==> src/rtl/wdt_pkg.sv <==
package wdt_pkg;
  typedef enum logic [1:0] {
    SEL_LONG  = 2'b00,
    SEL_MID   = 2'b01,
    SEL_SHORT = 2'b10,
    SEL_OFF   = 2'b11
  } wdt_sel_e;
endpackage

==> src/rtl/wdt_por_timer.sv <==
module wdt_por_timer #(
  parameter int POR_CYCLES = 64
) (
  input  logic clk,
  input  logic rst_n,
  output logic por_busy,
  output logic por_last
);
  localparam int PW = $clog2(POR_CYCLES + 1);
  logic [PW-1:0] por_cnt;

  always_ff @(posedge clk or negedge rst_n) begin
    if (!rst_n)                    por_cnt <= '0;
    else if (por_cnt != PW'(POR_CYCLES)) por_cnt <= por_cnt + 1'b1;
  end

  assign por_busy = (por_cnt != PW'(POR_CYCLES));
  assign por_last = (por_cnt == PW'(POR_CYCLES - 1));

  assert_por_end_R5: assert property (@(posedge clk) disable iff (!rst_n)
    $fell(por_busy) |-> $past(por_last));
  assert_por_once_R5: assert property (@(posedge clk) disable iff (!rst_n)
    !por_busy |=> !por_busy);
endmodule

==> src/rtl/wdt_sel_latch.sv <==
module wdt_sel_latch
  import wdt_pkg::*;
(
  input  logic       clk,
  input  logic       rst_n,
  input  logic [1:0] wd_sel,
  input  logic       cmd_done,
  input  logic       por_last,
  output wdt_sel_e   active_sel
);
  always_ff @(posedge clk or negedge rst_n) begin
    if (!rst_n)                   active_sel <= SEL_OFF;
    else if (cmd_done || por_last) active_sel <= wdt_sel_e'(wd_sel);
  end

  assert_sel_hold_R3: assert property (@(posedge clk) disable iff (!rst_n)
    !(cmd_done || por_last) |=> $stable(active_sel));
endmodule

==> src/rtl/wdt_tick_counter.sv <==
module wdt_tick_counter
  import wdt_pkg::*;
#(
  parameter int T_LONG  = 1400,
  parameter int T_MID   = 600,
  parameter int T_SHORT = 200
) (
  input  logic     clk,
  input  logic     rst_n,
  input  logic     tick_en,
  input  logic     kick,
  input  logic     hold_ext,
  input  wdt_sel_e active_sel,
  output logic     expire
);
  localparam int CW = $clog2(T_LONG + 1);
  logic [CW-1:0] cnt;
  logic [CW-1:0] last_val;
  logic          hold;

  always_comb begin
    case (active_sel)
      SEL_LONG:  last_val = CW'(T_LONG - 1);
      SEL_MID:   last_val = CW'(T_MID - 1);
      SEL_SHORT: last_val = CW'(T_SHORT - 1);
      default:   last_val = '0;
    endcase
  end

  assign hold   = hold_ext || kick || (active_sel == SEL_OFF);
  assign expire = !hold && tick_en && (cnt >= last_val);

  always_ff @(posedge clk or negedge rst_n) begin
    if (!rst_n)       cnt <= '0;
    else if (hold)    cnt <= '0;
    else if (tick_en) cnt <= expire ? '0 : cnt + 1'b1;
  end

  assert_off_zero_R2: assert property (@(posedge clk) disable iff (!rst_n)
    (active_sel == SEL_OFF) |=> (cnt == '0));
  assert_kick_clear_R6: assert property (@(posedge clk) disable iff (!rst_n)
    kick |=> (cnt == '0));
  assert_hold_clear_R7: assert property (@(posedge clk) disable iff (!rst_n)
    hold_ext |=> (cnt == '0));
endmodule

==> src/rtl/wdt_pulse_gen.sv <==
module wdt_pulse_gen #(
  parameter int PULSE_LEN = 32
) (
  input  logic clk,
  input  logic rst_n,
  input  logic expire,
  output logic pulse_busy
);
  localparam int LW = $clog2(PULSE_LEN + 1);
  logic [LW-1:0] left;

  always_ff @(posedge clk or negedge rst_n) begin
    if (!rst_n)          left <= '0;
    else if (expire)     left <= LW'(PULSE_LEN);
    else if (left != '0) left <= left - 1'b1;
  end

  assign pulse_busy = (left != '0);

  assert_pulse_start_R7: assert property (@(posedge clk) disable iff (!rst_n)
    expire |=> (left == LW'(PULSE_LEN)));
  assert_pulse_down_R7: assert property (@(posedge clk) disable iff (!rst_n)
    (pulse_busy && !expire) |=> (left == $past(left) - 1'b1));
endmodule

==> src/rtl/wdt_supervisor.sv <==
module wdt_supervisor
  import wdt_pkg::*;
#(
  parameter int T_LONG     = 1400,
  parameter int T_MID      = 600,
  parameter int T_SHORT    = 200,
  parameter int POR_CYCLES = 64,
  parameter int PULSE_LEN  = 32
) (
  input  logic       clk,
  input  logic       rst_n,
  input  logic       tick_en,
  input  logic [1:0] wd_sel,
  input  logic       cmd_done,
  input  logic       kick,
  input  logic       supply_low,
  output logic       rst_pull_low
);
  logic     por_busy, por_last, expire, pulse_busy;
  wdt_sel_e active_sel;

  wdt_por_timer #(.POR_CYCLES(POR_CYCLES)) u_por (
    .clk(clk), .rst_n(rst_n), .por_busy(por_busy), .por_last(por_last));

  wdt_sel_latch u_sel (
    .clk(clk), .rst_n(rst_n), .wd_sel(wd_sel), .cmd_done(cmd_done),
    .por_last(por_last), .active_sel(active_sel));

  wdt_tick_counter #(.T_LONG(T_LONG), .T_MID(T_MID), .T_SHORT(T_SHORT)) u_cnt (
    .clk(clk), .rst_n(rst_n), .tick_en(tick_en), .kick(kick),
    .hold_ext(por_busy || pulse_busy), .active_sel(active_sel), .expire(expire));

  wdt_pulse_gen #(.PULSE_LEN(PULSE_LEN)) u_pulse (
    .clk(clk), .rst_n(rst_n), .expire(expire), .pulse_busy(pulse_busy));

  assign rst_pull_low = por_busy || pulse_busy || supply_low;

  assert_no_expire_off_R2: assert property (@(posedge clk) disable iff (!rst_n)
    (active_sel == SEL_OFF) |-> !expire);
  assert_no_expire_por_R5: assert property (@(posedge clk) disable iff (!rst_n)
    por_busy |-> !expire);
endmodule

==> config.mk <==
export PLATFORM = sky130hd
export DESIGN_NAME = wdt_supervisor
export DESIGN_NICKNAME = d
export VERILOG_FILES = /design/src/rtl/wdt_pkg.sv /design/src/rtl/wdt_por_timer.sv /design/src/rtl/wdt_sel_latch.sv /design/src/rtl/wdt_tick_counter.sv /design/src/rtl/wdt_pulse_gen.sv /design/src/rtl/wdt_supervisor.sv
export SDC_FILE = /design/constraint.sdc
export NUM_CORES = 1
export LEC_CHECK = 0
export ABC_AREA = 1
export BUFFER_PORTS_ARGS = -buffer_cell sky130_fd_sc_hd__buf_2
export CAP_MARGIN = 40
export CORE_UTILIZATION = 63
export CTS_BUF_LIST = sky130_fd_sc_hd__clkbuf_4 sky130_fd_sc_hd__clkbuf_8
export CTS_CLUSTER_DIAMETER = 100
export DETAILED_ROUTE_END_ITERATION = 10
export PLACE_DENSITY_LB_ADDON = 0.25
export SLEW_MARGIN = 10
export SYNTH_ARGS = -nofsm -noshare
export SYNTH_HDL_FRONTEND = slang
export SYNTH_SLANG_ARGS = --single-unit
==> constraint.sdc <==
create_clock -name clk -period 2.2 [get_ports clk]
set_clock_uncertainty 0.1 [all_clocks]
set_input_delay 0.22 -clock clk [delete_from_list [all_inputs] [get_ports clk]]
set_output_delay 0.22 -clock clk [all_outputs]
set_load 0.01 [all_outputs]
==> key figures, run 1 <==
Timing
  • Final Max Slew Viols: 0
  • Peak Freq: roughly 0.48 GHz
  • Rel. slew slack: 0.622
  • WHS: between 3 and 4 ps
  • Least-Margin Pin Slew: 567 ps
  • Setup violators final: 0
  • Final Hold Vio Count: 0
  • Final Cycle Share: 0.955
  • Fin crit period: 2100 ps
  • Final WS setup: around 99 ps

Placement
  • HPWL Detailed: around 2500 µm
  • DP Worst Slack: roughly 80 ps
  • Routability cong.: 0.815
  • Placed cell count: roughly 250
  • I/O Buffers: 8

Global route
  • Top Usage Layer GRT: met2
  • Largest net degree at the start of global routing: 27
  • Total gr overflow: 0
  • Grt met2 use: 0.496
  • GR Util met3: 0.0316
  • First-pass GRT wire length: 5320 µm
  • Total global-route track usage: 0.260
  • Initial antenna violation count: 0
  • Vias in the first global route: between 1000 and 1500
  • GR Util met1: 0.293

Drt
  • Avg Vias per Cell: 5.28
  • DRT iter0 DRCs: 30
  • Final wirelength: 3130 µm
  • ANT nets after route: 0
  • Router iterations before antenna repair: 4
  • Avg WL per Cell: 12.4 µm
  • Via count: about 1300
  • DRC: 0

Yosys
  • Cell variety after synth: 28
  • Cell area after synthesis: 1660 µm²
  • Yosys top cell by area: dfrtp_1
  • Mapped Nets: 232
  • EDFF count, synth: 0
  • Sequential area share after synthesis: 0.395
  • Count of yosys warnings during synthesis: 0
  • Main area contributors after synthesis: dfrtp_1 36%, nand2_1 14%, ha_1 11%
  • FFs w/ async S/R, synth: 1.00
  • Post-synthesis register bit count: 26
  • Syn Area/Cell: 7.88 µm²
  • Main synth FF type: dfrtp_1
  • Synth top area share: 0.363
  • Gate count of the mapped netlist: 210

CTS
  • Root buf cell: clkbuf_4
  • Reg clk slew, reported paths: 140 ps
  • Depth of the CTS H-tree: 1
  • Worst skew pair latency: 320 ps
  • CTS Buffer Depth: 2
  • CTS tree: yes
  • CTS Sinks: 26
  • Clock buffer count from CTS: 3

Worst hold path
  • Hold WC Path Type: primary input to register

Die
  • # IOs: 9
  • Die area: 2840 µm²
  • Core area: 2480 µm²
  • Die width: 53.3 µm
  • Die height: about 53 µm
  • # rows: 18
  • Initial core utilization: 0.668

Critical path
  • WP data arrival: 1780 ps
  • Startpoint types: register
  • Worst-path cell chain: inv_1, ha_1, nand2_1, nor2_4, nand2_1, or2_2, buf_2
  • Critical-path top delay cell: dfrtp_1
  • CP Max Fanout: 6
  • Crit path kind: register to output pin
  • Critical Path End Type: output pin
  • Reg2reg setup slack: 170 ps
  • Most frequent CP cell: nand2_1
  • Worst EP required: around 1900 ps
  • Max incr delay on CP: ~430 ps

Finish
  • Most frequent cells in the layout: 61 x nand2_1, 24 x dfrtp_1, 21 x nor2_1
  • Final Instance Count excl. Fillers: 253
  • ANT cells: 0
  • Share of layout cells above drive strength 1: 0.161
  • Leading cell type in the layout, fill and taps excluded: nand2_1
  • Nets: 246
  • Area growth syn-to-layout: 9.22%
  • Filler Cell Count: around 190

Pwr
  • Power Density: roughly 440 nW/µm²
  • Max IR drop VDD: 0.457 mV
  • P_leak: approximately 0.0009 µW

Flow run
  • Max-cap viol count: 0

Run status
  • Status: finished clean
stage by stage:
stage	power, µW	area [µm²]	TNS (ps)	utilization
2_1_floorplan	527	1660	0	-
3_3_place_gp	547	1720	0	0.695
3_5_place_dp	552	1720	0	0.695
4_1_cts	795	1780	0	0.718
5_1_grt	823	1810	-24.3	0.730
6_report	790	1810	0	0.730
area by class of cell:
cell class / instances / area (µm²) / area share
flip-flops and latches: 26 / 653 / 0.361
repair buffers: 11 / 67.6 / 0.0374
inverters: 24 / 90.1 / 0.0498
multi-input cells: 158 / 923 / 0.511
clock buffers: 4 / 36.3 / 0.0201
well taps: 30 / 37.5 / 0.0208
registers in the layout, summed over array words and instances (netlist names):
signal / flops
u_cnt.cnt: 11
u_por.por_cnt: 7
u_pulse.left: 6
u_sel.active_sel: 2
worst max-delay path: cells and delay by family (launching register included):
kind / cells / cell delay [ps]
flops: 1 / 430
buf+inv: 2 / 250
simple gates: 4 / 620
fa+ha+maj: 1 / 160
cells by family after synthesis:
logic type | after synthesis | synth area share
buffers and inverters | 26 | 0.0612
flip-flops | 26 | 0.395
XOR/XNOR | 13 | 0.0688
adder cells (fa/ha/maj) | 14 | 0.106
AO/OA/AOI/OAI | 21 | 0.0680
AND/OR/NAND/NOR | 110 | 0.302
power breakdown:
part           leakage, µW  internal [µW]  switching (µW)
logic             0.000519           22.6            37.9
registers         0.000342            484            3.70
clock network    0.0000210            101             140
total             0.000881            608             182
worst paths after layout:
check | from | to | depth (start not counted)
worst max-delay path | u_por.por_cnt[0]$_DFFE_PN0P_ | rst_pull_low | 7
min in group asynchronous | rst_n | u_por.por_cnt[2]$_DFFE_PN0P_ | 2
worst max register to register | u_sel.active_sel[1]$_DFFE_PN1P_ | u_cnt.cnt[4]$_DFFE_PN0P_ | 12
worst min register to register | u_por.por_cnt[5]$_DFFE_PN0P_ | u_por.por_cnt[5]$_DFFE_PN0P_ | 1
worst min-delay path | wd_sel[1] | u_sel.active_sel[1]$_DFFE_PN1P_ | 3
max in group asynchronous | rst_n | u_cnt.cnt[5]$_DFFE_PN0P_ | 2
synthesized netlist by cell type (3+ instances only):
cell type	count
nor2_1	21
nor3_1	3
xor2_1	11
inv_2	3
nor2_2	3
nand3_1	7
inv_1	21
o21ai_1	8
a21oi_1	8
ha_1	14
nand2_1	63
nand4_1	3
dfrtp_1	24
or2_2	4
timing repair:
item,4_1_cts,5_1_grt
resized for setup,0,7
endpoints found under the setup margin,0,12
hold buffers,2,0
hold endpoints to repair,25,0
setup buffers,0,1
metal layers:
metal,part of all wire,wire (µm),up-vias
met1,0.44,1390,625
met3,0.019,58,5
met2,0.53,1650,16
met4,0.013,40,0
li1,-,-,690
met5,0,0,-
(Power assumes the default switching activity.)
==> run 2: changes to the inputs <==
SETUP_SLACK_MARGIN = 0.4   (was default)
==> run 2 against run 1 <==
Net effect: cell count is 5.1% higher; clock power grew 38%; critical path depth is 5 higher; non-clock buffer count grew 13; sequential power about the same; critical endpoint is now u_cnt.cnt[5]$_DFFE_PN0P_; largest cell class unchanged; largest power group unchanged.
==> key figures, run 2 (synthesis results as in run 1) <==
Global route
  • First-pass GRT wire length: around 6300 µm
  • Vias in the first global route: around 1400
  • Total global-route track usage: 0.313
  • Largest net degree at the start of global routing: 27
  • Total gr overflow: 0
  • Initial antenna violation count: 0

Critical path
  • Critical Path End Type: register
  • Most frequent CP cell: nand2_2
  • Crit path kind: register to register
  • CP Max Fanout: 8
  • Reg2reg setup slack: around 200 ps
  • WP data arrival: about 2200 ps
  • Critical-path top delay cell: dfstp_2
  • Startpoint types: register
  • Worst EP required: 2370 ps
  • Reg2Reg Depth: 12
  • Worst-path cell chain: nand2_4, inv_6, ha_4, nand2_1, nand2_2, a21oi_2, nand2_1, nand2_2, nand2_2, inv_4, nand2_4, o21ai_1
  • Max incr delay on CP: 620 ps

Timing
  • Final Max Slew Viols: 0
  • RSZ-0062 raised after global routing: yes
  • Peak Freq: approximately 0.50 GHz
  • Rel. slew slack: 0.608
  • Final WS setup: 202 ps
  • Final Cycle Share: 0.908
  • Fin crit period: 2000 ps
  • Final setup TNS: 0 ps
  • Final Hold Vio Count: 0
  • Least-Margin Pin Slew: 588 ps
  • Setup violators final: 0

Finish
  • Final core occ: 0.868
  • Most frequent cells in the layout: 51 x nand2_1, 24 x dfrtp_1, 15 x buf_4
  • Multi-input gate area: 1140 µm²
  • Leading cell type in the layout, fill and taps excluded: nand2_1
  • Filler Cell Count: between 100 and 150
  • Final Instance Count excl. Fillers: 266
  • Share of layout cells above drive strength 1: 0.377
  • ANT cells: 0
  • Biggest register: u_cnt.cnt
  • Largest registers: u_cnt.cnt (11), u_por.por_cnt (7), u_pulse.left (6)
  • Register area: 653 µm²
  • Max reg flops: 11
  • Area growth syn-to-layout: 29.9%
  • Nets: 259

Die
  • # rows: 18
  • Die area: between 2000 and 3000 µm²
  • Core area: between 2000 and 2500 µm²
  • Initial core utilization: 0.668
  • Die width: 53.3 µm
  • # IOs: 9
  • Die height: 53.3 µm

Drt
  • Avg WL per Cell: 17.0 µm
  • DRC: 0
  • Via count: approximately 1500
  • ANT nets after route: 0
  • Avg Vias per Cell: 5.76
  • Final wirelength: approximately 4500 µm
  • DRT iter0 DRCs: 51
  • Router iterations before antenna repair: 4

Worst hold path
  • Hold WC Path Type: primary input to register
  • WHS Path Cells: 3

CTS
  • Worst skew pair latency: 330 ps
  • Reg clk slew, reported paths: 150 ps
  • Depth of the CTS H-tree: 1
  • CTS Sinks: 26
  • Clock buffer count from CTS: 3
  • CTS tree: yes
  • Root buf cell: clkbuf_4
  • CTS Buffer Depth: 2

Pwr
  • Max IR drop VDD: 0.503 mV
  • Power Density: 429 nW/µm²
  • P_leak: 0.000975 µW

Placement
  • Routability cong.: between 0.8 and 0.9
  • I/O Buffers: 8
  • Placed cell count: between 200 and 250
  • HPWL Detailed: about 2500 µm
  • DP Worst Slack: around 160 ps

Run status
  • Status: finished clean

Flow run
  • Max-cap viol count: 0
## run 2: cell types whose count changed in the layout (fill, tap and decap cells not counted), sizes merged
cell         before  now
clkbuf            4    3
dlygate4sd3       2    1
buf               9   23
bufinv            0    1
## run 2: final cells by class
class	instances	share of cell area
multi-input cells	158	0.531
clock buffers	3	0.0105
clock inverters	1	0.0140
inverters	24	0.0454
flip-flops and latches	26	0.304
repair buffers	24	0.0785
well taps	30	0.0175
## run 2: report_power, final
group	total, µW	switching (µW)	internal (µW)
Clock	332	148	184
Combinational	100	62.4	37.7
Sequential	490	5.76	484
Total	922	216	706
## run 2: final timing paths
check / startpoint / to
max in group asynchronous: rst_n / u_sel.active_sel[1]$_DFFE_PN1P_
setup / recovery: u_sel.active_sel[1]$_DFFE_PN1P_ / u_cnt.cnt[5]$_DFFE_PN0P_
min in group asynchronous: rst_n / u_por.por_cnt[2]$_DFFE_PN0P_
hold / removal: wd_sel[0] / u_sel.active_sel[0]$_DFFE_PN1P_
hold reg to reg: u_por.por_cnt[5]$_DFFE_PN0P_ / u_por.por_cnt[5]$_DFFE_PN0P_
setup reg to reg: u_sel.active_sel[1]$_DFFE_PN1P_ / u_cnt.cnt[5]$_DFFE_PN0P_
## run 2: metrics by stage
stage	total power (µW)	hold slack (ps)	area, µm²
2_1_floorplan	528	-176	1660
3_3_place_gp	547	144	1720
3_5_place_dp	552	146	1720
4_1_cts	908	0.0747	2030
5_1_grt	952	31.4	2150
6_report	922	5.02	2150
## run 2: worst max-delay path, delay by kind of cell, from the launching register on
kind | cells | cell delay, ps
simple gates | 7 | 590
flops | 1 | 620
fa+ha+maj | 1 | 210
compound gates | 2 | 260
buf+inv | 2 | 180
## run 2: what timing repair did
action | in CTS | in global routing
gates resized for setup | 40 | 20
pin swaps | 14 | 11
buffers inserted | 9 | 6
hold endpoints to repair | 24 | 0
setup endpoints to repair | 15 | 17
hold buffers | 1 | 0
## run 2: routing by layer
| layer | track usage | vias up | routed length (µm) |
|---|---|---|---|
| li1 | - | 716 | - |
| met1 | 0.331 | 723 | 1660 |
| met2 | 0.604 | 71 | 2400 |
| met3 | 0.0431 | 22 | 268 |
| met4 | 0.127 | 0 | 195 |
| met5 | 0 | - | 0 |
==> run 3: changes to the inputs <==
CORE_UTILIZATION = 60   (was 63)
CTS_BUF_LIST = default   (was sky130_fd_sc_hd__clkbuf_4 sky130_fd_sc_hd__clkbuf_8)
==> run 3 against run 2 <==
Net effect: combinational power shrank 6%; highest routed layer unchanged; die area grew 4.8%; sequential power about the same; largest power group unchanged; critical endpoint is now u_cnt.cnt[3]$_DFFE_PN0P_; global-route usage fell by 1.2 points.
==> key figures, run 3 (synthesis results as in run 1) <==
Die
  • Initial core utilization: 0.650
  • # IOs: 9
  • Die height: 54.5 µm
  • Die area: 2970 µm²
  • # rows: 18
  • Die width: ~55 µm
  • Core area: between 2000 and 3000 µm²

Finish
  • Share of layout cells above drive strength 1: 0.365
  • ANT cells: 0
  • Leading cell type in the layout, fill and taps excluded: nand2_1
  • Final core occ: 0.828
  • Biggest register: u_cnt.cnt
  • Max reg flops: 11
  • Area growth syn-to-layout: 27.4%
  • Final Instance Count excl. Fillers: between 200 and 300
  • Register area: 653 µm²
  • Multi-input gate area: 1150 µm²
  • Nets: roughly 260
  • Filler Cell Count: 148
  • Cell area after layout: 2110 µm²
  • Largest registers: u_cnt.cnt (11), u_por.por_cnt (7), u_pulse.left (6)
  • Most frequent cells in the layout: 52 x nand2_1, 24 x dfrtp_1, 15 x nor2_1

Timing
  • Final setup TNS: 0 ps
  • Fin crit period: 1970 ps
  • Final Hold Vio Count: 0
  • Least-Margin Pin Slew: between 500 and 600 ps
  • RSZ-0062 raised after global routing: yes
  • Rel. slew slack: 0.602
  • Final Max Slew Viols: 0
  • Peak Freq: 0.508 GHz
  • Setup violators final: 0
  • Final Cycle Share: 0.895

Global route
  • Initial antenna violation count: 0
  • Total global-route track usage: 0.301
  • Total gr overflow: 0
  • Vias in the first global route: 1486
  • First-pass GRT wire length: slightly above 6000 µm
  • Largest net degree at the start of global routing: 27

CTS
  • Root buf cell: clkbuf_4
  • CTS Buffer Depth: 2
  • CTS Sinks: 26
  • Depth of the CTS H-tree: 1
  • Worst skew pair latency: 320 ps
  • CTS tree: yes
  • Reg clk slew, reported paths: 140 ps
  • Clock buffer count from CTS: 3

Critical path
  • CP Max Fanout: 8
  • Reg-to-reg startpoint: u_sel.active_sel[1]$_DFFE_PN1P_
  • Startpoint types: register
  • Critical Path End Type: register
  • R2r endpoint: u_cnt.cnt[3]$_DFFE_PN0P_
  • Reg2reg setup slack: 230 ps
  • Crit path capture: u_cnt.cnt[3]$_DFFE_PN0P_
  • WP data arrival: between 2000 and 2500 ps
  • Reg2Reg Depth: 12
  • Crit path kind: register to register
  • Worst EP required: around 2400 ps
  • Worst setup startpoint: u_sel.active_sel[1]$_DFFE_PN1P_

Placement
  • I/O Buffers: 8
  • Routability cong.: 0.832
  • HPWL Detailed: between 2000 and 2500 µm
  • Post-place instance area: ~1700 µm²
  • Placed cell count: 246

Pwr
  • Sw Ratio: 0.257
  • P_leak: 0.000952 µW
  • Clk pwr share: 0.267
  • Sequential power share: 0.615
  • Internal power: 591 µW
  • Power Density: 377 nW/µm²
  • Logic pwr share: 0.118
  • Max IR drop VDD: 0.378 mV
  • Sw Pwr: about 200 µW

Drt
  • DRT iter0 DRCs: 73
  • Avg Vias per Cell: roughly 5.6
  • Router iterations before antenna repair: 4
  • Avg WL per Cell: 15.3 µm
  • Final wirelength: slightly above 4000 µm
  • Via count: between 1000 and 1500
  • DRC: 0
  • ANT nets after route: 0

Run status
  • Status: finished clean

Flow run
  • Max-cap viol count: 0

Worst hold path
  • Hold_sp: wd_sel[0]
  • Hold WC Path Type: primary input to register
[run 3: how the worst min path moves through the flow]
stage                                                 end  cells past startpoint
after floorplan                  u_cnt.cnt[0]$_DFFE_PN0P_                      0
after global placement       u_por.por_cnt[2]$_DFFE_PN0P_                      1
after detailed placement     u_por.por_cnt[0]$_DFFE_PN0P_                      1
after CTS                 u_sel.active_sel[0]$_DFFE_PN1P_                      3
after global routing      u_sel.active_sel[0]$_DFFE_PN1P_                      3
final                     u_sel.active_sel[0]$_DFFE_PN1P_                      3
[run 3: stage by stage]
stage	setup WS [ps]	hold WS, ps	power, µW
2_1_floorplan	422	-176	528
3_3_place_gp	258	143	547
3_5_place_dp	145	159	554
4_1_cts	258	0.155	794
5_1_grt	104	16.2	831
6_report	232	0.0314	796
[run 3: area by class of cell]
| type | instances | share of cell area |
|---|---|---|
| Inverter | 24 | 0.0463 |
| Timing Repair Buffer | 21 | 0.0694 |
| Clock buffer | 4 | 0.0125 |
| Tap cell | 30 | 0.0178 |
| Multi-Input combinational cell | 158 | 0.544 |
| Sequential cell | 26 | 0.310 |
[run 3: worst max-delay path, stage by stage, from the launching register on]
cell and delay (ps):
dfstp_2 620, nand2_4 90, inv_6 90, ha_4 210, a21oi_2 120, nand2_1 80, nand2_1 70, nand2_1 70
nand2_2 80, nand2_2 80, inv_4 100, nand2_8 80, o21ai_2 120
[run 3: timing repair]
item,CTS,global route
hold buffers,1,0
resized for setup,40,20
endpoints found under the hold margin,24,0
endpoints found under the setup margin,15,17
setup buffers,8,4
pin swaps,15,9
[run 3: routing by layer]
metal | up-vias | global-route usage | wire length [µm]
met3 | 18 | 0.0444 | 191
met4 | 0 | 0.128 | 135
met1 | 672 | 0.329 | 1560
met5 | - | 0 | 0
met2 | 61 | 0.567 | 2150
li1 | 713 | - | -
[run 3: power groups by stage]
stage / sequential (µW) / clock, µW / combinational [µW]
final: 490 / 213 / 93.6
after global routing: 490 / 234 / 107
after CTS: 490 / 219 / 85.5
after detailed placement: 496 / 0 / 57.9
after global placement: 495 / 0 / 52.2
after floorplan: 495 / 0 / 32.9
